### src/rtl/fb_unpack.sv
module fb_unpack #(
  parameter int CNT_W = 12
) (
  input  logic             clk,
  input  logic             rst_n,
  input  logic             en,
  input  logic             pwr,
  input  logic [2:0]       depth,
  input  logic             byte_be,
  input  logic             pix_msb_first,
  input  logic             rb_swap,
  input  logic [CNT_W-1:0] line_px,
  output logic [CNT_W+1:0] line_bytes,
  input  logic [31:0]      in_word,
  input  logic             in_valid,
  output logic             in_ready,
  output logic             pix_valid,
  output logic [23:0]      pix_data,
  output logic             pix_eol
);
  localparam int LW = CNT_W + 2;

  logic             active;
  logic [2:0]       dsel;
  logic [5:0]       bw;
  logic [31:0]      word_q;
  logic             full_q;
  logic [4:0]       slot_q;
  logic [CNT_W-1:0] pcnt_q;
  logic [5:0]       next_pos, base_pos, flip;
  logic [4:0]       off;
  logic [31:0]      sh;
  logic             last, eol;
  logic [7:0]       r, g, b, m8;

  assign active   = en & pwr;
  assign dsel     = (depth > 3'd5) ? 3'd5 : depth;
  assign bw       = 6'd1 << dsel;
  assign next_pos = ({1'b0, slot_q} + 6'd1) << dsel;
  assign base_pos = {1'b0, slot_q} << dsel;
  assign flip     = byte_be ? (6'd32 - bw)
                  : (pix_msb_first && dsel < 3'd3) ? (6'd8 - bw) : 6'd0;
  assign off      = base_pos[4:0] ^ flip[4:0];
  assign sh       = word_q >> off;
  assign last     = (next_pos == 6'd32);
  assign eol      = (pcnt_q == line_px - CNT_W'(1));

  assign pix_valid = full_q & active;
  assign pix_eol   = pix_valid & eol;
  assign in_ready  = active & (~full_q | last | eol);

  assign line_bytes = (dsel < 3'd3) ? (LW'(line_px) >> (3'd3 - dsel))
                                    : (LW'(line_px) << (dsel - 3'd3));

  always_comb begin
    case (dsel)
      3'd0:    m8 = 8'h01;
      3'd1:    m8 = 8'h03;
      3'd2:    m8 = 8'h0f;
      default: m8 = 8'hff;
    endcase
    if (dsel == 3'd4) begin
      r = {sh[4:0], 3'b000};
      g = {sh[9:5], 3'b000};
      b = {sh[14:10], 3'b000};
    end else begin
      r = sh[7:0];
      g = sh[15:8];
      b = sh[23:16];
    end
    if (dsel < 3'd4)    pix_data = {16'h0000, sh[7:0] & m8};
    else if (rb_swap)   pix_data = {b, g, r};
    else                pix_data = {r, g, b};
  end

  always_ff @(posedge clk) begin
    if (!rst_n || !active) begin
      full_q <= 1'b0;
      slot_q <= '0;
      pcnt_q <= '0;
      word_q <= '0;
    end else if (full_q) begin
      pcnt_q <= eol ? '0 : pcnt_q + CNT_W'(1);
      if (last || eol) begin
        slot_q <= '0;
        full_q <= in_valid;
        if (in_valid) word_q <= in_word;
      end else begin
        slot_q <= slot_q + 5'd1;
      end
    end else if (in_valid) begin
      full_q <= 1'b1;
      slot_q <= '0;
      word_q <= in_word;
    end
  end
endmodule

### config.mk
export PLATFORM = sky130hd
export DESIGN_NAME = fb_unpack
export DESIGN_NICKNAME = d
export VERILOG_FILES = /design/src/rtl/fb_unpack.sv
export SDC_FILE = /design/constraint.sdc
export NUM_CORES = 1
export LEC_CHECK = 0
export CAP_MARGIN = 10
export CORE_MARGIN = 10
export CORE_UTILIZATION = 65
export CTS_CLUSTER_DIAMETER = 200
export DETAILED_ROUTE_END_ITERATION = 16
export DONT_BUFFER_PORTS = 1
export GPL_TIMING_DRIVEN = 0
export PLACE_DENSITY = 0.88
export SYNTH_ARGS = -nofsm -noshare
export SYNTH_HDL_FRONTEND = slang
export SYNTH_SLANG_ARGS = --single-unit
### constraint.sdc
create_clock -name clk -period 5.55 [get_ports clk]
set_input_delay 0.2775 -clock clk [delete_from_list [all_inputs] [get_ports clk]]
set_output_delay 0.2775 -clock clk [all_outputs]
set_load 0.005 [all_outputs]
Word level (Yosys, flattened, before mapping)
Cells that the tools add are included.

storage, ports and cells
  flip-flop bits (word level) = 50
  input port bits = 55

operators by class
  $add $sub $neg = 8
  order comparisons = 3
  equality and inequality tests = 6
  shifts and indexed selects = 6
  muxes and demuxes = 20
  bitwise gates (word level) = 9
  reduce and logical (&&, ||, !) cells = 7

operators with widths
  operator                                                               number
  32-bit 2-to-1 mux                                                      3
  24-bit 2-to-1 mux                                                      2
  32-bit by 5-bit >> shifter with 24-bit output                          1
  5-bit 2-to-1 mux                                                       5
  8-bit 2-to-1 mux                                                       3
  8-bit one-hot mux with 3 select lines                                  1
  14-bit 2-to-1 mux                                                      1
  12-bit by 3-bit << shifter with 14-bit output                          1
  12-bit by 3-bit >> shifter with 14-bit output                          1
  12-bit by 1-bit adder with 12-bit output (second input constant)       1
  12-bit equality test                                                   1
  12-bit 2-to-1 mux                                                      1
  12-bit by 1-bit subtractor with 12-bit output (second input constant)  1
  8-bit bitwise AND                                                      1
  5-bit by 1-bit adder with 6-bit output (second input constant)         1
  6-bit equality test (second input constant)                            1
  6-bit by 3-bit << shifter with 6-bit output                            1
  5-bit by 1-bit adder with 5-bit output (second input constant)         1
  1-bit by 3-bit << shifter with 5-bit output (first input constant)     1
  5-bit by 3-bit << shifter with 5-bit output                            1
  1-bit by 5-bit subtractor with 5-bit output (first input constant)     1
  4-bit by 5-bit subtractor with 5-bit output (first input constant)     1
  5-bit bitwise XOR                                                      1
  1-bit bitwise AND                                                      4
  18 further kinds                                                       23

Depth between registers and ports, before layout
  depth in word-level cells = 11
  gate-level depth with buffers = 15

Least setup slack after synthesis
OpenSTA, ideal clock, no wires.

  path kind = input port to output port
  from = input port depth[2]
  to = output port pix_data[19]
  data arrival time = 2969 ps
  required time = 5273 ps
  setup slack = 2303 ps
  stages on the path = 11
  path buffers = 2
  cell sequence = clkbuf_1 > inv_1 > clkbuf_1 > ha_1 > a31oi_1 > o21ai_0 > xnor2_1 > mux4_2 > mux2i_1 > nor2_1 > a221o_1

on the way
  word-level cells in the longest chain between the ends = 11
  elaborated cells on any way between the ends = 18
  those cells by class = add/sub (2); order compare (3); eq/ne (1); shift (3); mux (7); bitwise (1); reduce/logical (1)

ends and longest elaborated chain
  item                                                                                                                 RTL line  text
  start, declared                                                                                                      8         input logic [2:0] depth,
  3-bit greater-than comparator                                                                                        37        assign dsel = (depth > 3'd5) ? 3'd5 : depth;
  3-bit 2-to-1 mux *                                                                                                   37
  1-bit by 3-bit << shifter with 5-bit output / 3-bit by 2-bit < comparator with 1-bit output (equally long branches)  38, 42
  4-bit by 5-bit subtractor with 5-bit output / 1-bit logical AND (equally long branches)                              42        : (pix_msb_first && dsel < 3'd3) ? (6'd8 - bw) : 6'd0;
  5-bit 2-to-1 mux                                                                                                     42
  5-bit 2-to-1 mux                                                                                                     41        assign flip = byte_be ? (6'd32 - bw)
  5-bit bitwise XOR                                                                                                    43        assign off = base_pos[4:0] ^ flip[4:0];
  32-bit by 5-bit >> shifter with 24-bit output                                                                        44        assign sh = word_q >> off;
  8-bit 2-to-1 mux                                                                                                     62        if (dsel == 3'd4) begin
  24-bit 2-to-1 mux                                                                                                    72        else if (rb_swap) pix_data = {b, g, r};
  24-bit 2-to-1 mux *                                                                                                  71        if (dsel < 3'd4) pix_data = {16'h0000, sh[7:0] & m8};
  end, declared                                                                                                        18        output logic [23:0] pix_data,

Every way passes the cells marked *; elsewhere a longest branch is shown, timed or not.

Worst setup path after layout
  from = register slot_q[2]
  to = output port pix_data[2]

on the way
  word-level cells in the longest chain between the ends = 6
  elaborated cells on any way between the ends = 8
  those cells by class = shift (2); mux (4); bitwise (2)

ends and longest elaborated chain
  item                                             RTL line  text
  start, declared                                  28        logic [4:0] slot_q;
  start signal, assigned                           89        slot_q <= slot_q + 5'd1;
  5-bit by 3-bit << shifter with 5-bit output *    40        assign base_pos = {1'b0, slot_q} << dsel;
  5-bit bitwise XOR *                              43
  32-bit by 5-bit >> shifter with 24-bit output *  44
  8-bit 2-to-1 mux                                 62
  24-bit 2-to-1 mux                                72
  24-bit 2-to-1 mux *                              71

Marked as above.

==> out/results.txt <==
outcome: finished, final reports clean
Die Ht: 115 um
XOR/XNOR Fraction of Synth Area: 0.0415
critical path endpoint category: primary output
Die ar.: 13300 um^2
final wirelength: 22300 um
total internal power: 0.625 mW
complex-gate fraction of the synthesized area: 0.316
flip-flop and latch area: 1000 um^2
slowest stage delay, CP: 1.14 ns
routed len/inst: 23.2 um
largest net degree at the start of global routing: 17
CTS resizes: 0
r2r setup slk: 2.55 ns
vias in the first global route: 6785
P_leak: 2.13 nW
NumNets Final: 913
fillers: 703
slowest CP cell: a2111oi_0
htree depth: 2
cts hold-fix bufs: 0
min-delay src: in_valid
GP Congestion: 1.01
maximum vdd drop: 0.255 mV
Synth Instances: 847
flops & latches, synth: 50
Switch Pwr: 0.392 mW
starting density of the core: 0.672
Ys Warns: 0
Setup TNS Final: 0 ns
crit path max fanout: 10
All-Layer GR Usage: 0.322
Hold WC Path Type: in -> reg
Synth Area in Adders: 0.00846
final hold vios: 0
Post-Synth Simple-Gate Area: 0.255
largest family of logic cells by synthesized area: compound AO/OA/AOI/OAI gates
largest cells by area after synthesis: dfxtp_1, nand2_1, a21oi_1, mux2i_1, nor2_1
CTS tree: yes
first-pass GRT wire length: 35400 um
vias per inst: 7.50
final setup violating endpoints: 0
WS Path Type: reg -> out
max_slew headroom: 0.0917
# diodes: 0
core area: 8810 um^2
Root Driver: clkbuf_8
drt drc: 0
switching share of power: 0.386
TritonCTS buffer count: 5
post-CTS setup buffers: 0
Fmax: 216 MHz
Post-Syn Nets: 906
routed vias: 7225
Post-Syn Area: 5920 um^2
Final HPWL DP: 17100 um
Final ANT Viol Nets: 0
RSZ-0062 raised after global routing: false
overflow left after global routing: 0
die width: 115 um
initial antenna violation count: 0
I/O pins: 96
Setup crit start kind: flip-flop
Least-Margin Pin Slew: 1.33 ns
Clock Sinks: 50
mux share of post-synthesis cell area: 0.137
# port buffers: 0
post-synth top area share: 0.169
clk_skew: 0.00918 ns
Critical path buffers and inverters: 1
fraction of layout cells with a size suffix above 1: 0.0807
Critical Path, Cell by Cell: clkbuf_1 > mux2i_1 > xnor2_1 > a211oi_2 > a2111oi_0 > a2111oi_0 > a22oi_1 > o211ai_1 > a22oi_1 > nor2_1
Iter 0 DRT Violations: 1594
leading area contributor after synthesis: dfxtp_1
asr flop ratio synth: 0
Avg Cell Area, Syn: 6.98 um^2
WP data required: 5.27 ns
Clock power frac: 0.262
Synth cell types: 73
hold_ws: 0.0925 ns
Skew-Pair Late Insertion Delay: 0.31 ns
Area Growth Syn to Fin: 4.19%
EDFF count, synth: 0
Worst path top cell family by delay: compound AO/OA/AOI/OAI gates
clock buffer depth: 2
FF-to-FF Start: slot_q[1]
Std-Cell Rows: 34
minimum clock period: 4.63 ns
crit path launch: slot_q[2]
PwrDens: 165 nW/um^2
combinational power share: 0.375
Worst EP arrival: 4.35 ns
Seq pwr share: 0.363
Multi-input gate area: 4490 um^2
Main synth FF type: dfxtp_1
TritonRoute pass-1 iters: 6
Clk pin slew, worst setup/hold paths: 0.10 ns
final worst-path cycle share: 0.835
Slew Limit Fails: 0
Max Cap Violations: 0
sequential-to-total area share from yosys stat: 0.169
path summary, 6_finish.rpt:
kind / end / cells after the start
setup / recovery: pix_data[2] / 10
hold / removal: full_q / 2
setup reg to reg: word_q[23] / 13
hold reg to reg: word_q[11] / 2
worst reg2reg max path, stage by stage, from the launching register on:
cell and delay, ns:
dfxtp_1 0.42, clkbuf_1 0.41, nand3_1 0.21, and2_1 0.22, nor2_1 0.16, o21ai_0 0.12
mux2_2 0.30, o311a_1 0.30, buf_6 0.15, nor2b_4 0.10, buf_6 0.13, buf_6 0.13
nand2_1 0.07, a21oi_1 0.18
cell usage in the layout, fill, tap and decap left out, types with 12 or more instances in the layout:
master      n
buf_2      19
a21oi_1    88
o21ai_0    31
nor3_1     17
a22oi_1    14
mux4_2     12
nand3_1    26
dfxtp_1    50
clkbuf_1   46
a31oi_1    12
nand2_1   149
xnor2_1    15
xor2_1     13
nor2_1     75
o211ai_1   13
mux2i_1    43
cells by family (layout without fill, tap and decap cells):
family	count (synthesis)	in the layout
muxes	65	65
AOI/OAI and AO/OA	276	276
buffers and inverters	93	101
DFF	50	50
and+or+nand+nor	331	331
adders and majority gates	4	4
xor gates and xnor gates	28	28
area by class of cell:
| cell class | count | area share |
|---|---|---|
| Multi-Input combinational cell | 704 | 0.728 |
| Inverter | 12 | 0.00731 |
| Sequential cell | 50 | 0.162 |
| Clock inverter | 3 | 0.00711 |
| Buffer | 81 | 0.0623 |
| Clock buffer | 5 | 0.0112 |
| Tap cell | 108 | 0.0219 |
flip-flops by register name, indices dropped and copies added (netlist names):
name,cells
word_q,32
pcnt_q,12
slot_q,5
full_q,1
metrics by stage:
step	setup slack, ns	cells	utilization	total power, mW	instance area (um^2)
final	0.918	963	0.700	1.02	6160
after global routing	0.791	963	0.700	1.06	6160
after CTS	1.23	963	0.700	0.994	6160
after detailed placement	1.40	955	0.687	0.739	6050
after global placement	1.44	955	0.687	0.730	6050
after floorplan	2.30	847	-	0.647	5920
synthesized netlist by cell type (10+ instances only):
library cell	number
dfxtp_1	50
a211oi_1	11
o211ai_1	13
nor2b_1	10
xor2_1	13
xnor2_1	15
a21oi_1	88
clkbuf_1	46
and3_1	10
o21ai_0	31
nand2_1	149
mux2i_1	43
a22oi_1	14
mux4_2	12
nand3_1	26
nor3_1	17
buf_2	19
inv_1	11
o221ai_1	10
a31oi_1	12
a221o_1	10
nor2_1	75
power by group through the flow:
stage / Combinational [mW] / Clock [mW] / Sequential (mW)
after floorplan: 0.272 / 0 / 0.375
after global placement: 0.354 / 0 / 0.376
after detailed placement: 0.362 / 0 / 0.377
after CTS: 0.365 / 0.261 / 0.368
after global routing: 0.407 / 0.278 / 0.370
final: 0.381 / 0.266 / 0.369
layer usage:
| metal | vias to the layer above | wire, um | global-route usage |
|---|---|---|---|
| met5 | - | 0 | 0 |
| met4 | 0 | 826 | 0.105 |
| met3 | 120 | 3410 | 0.0969 |
| met2 | 652 | 9540 | 0.496 |
| met1 | 3289 | 8550 | 0.420 |
| li1 | 3164 | - | - |
Note: power is estimated with default switching activity, not from simulation.
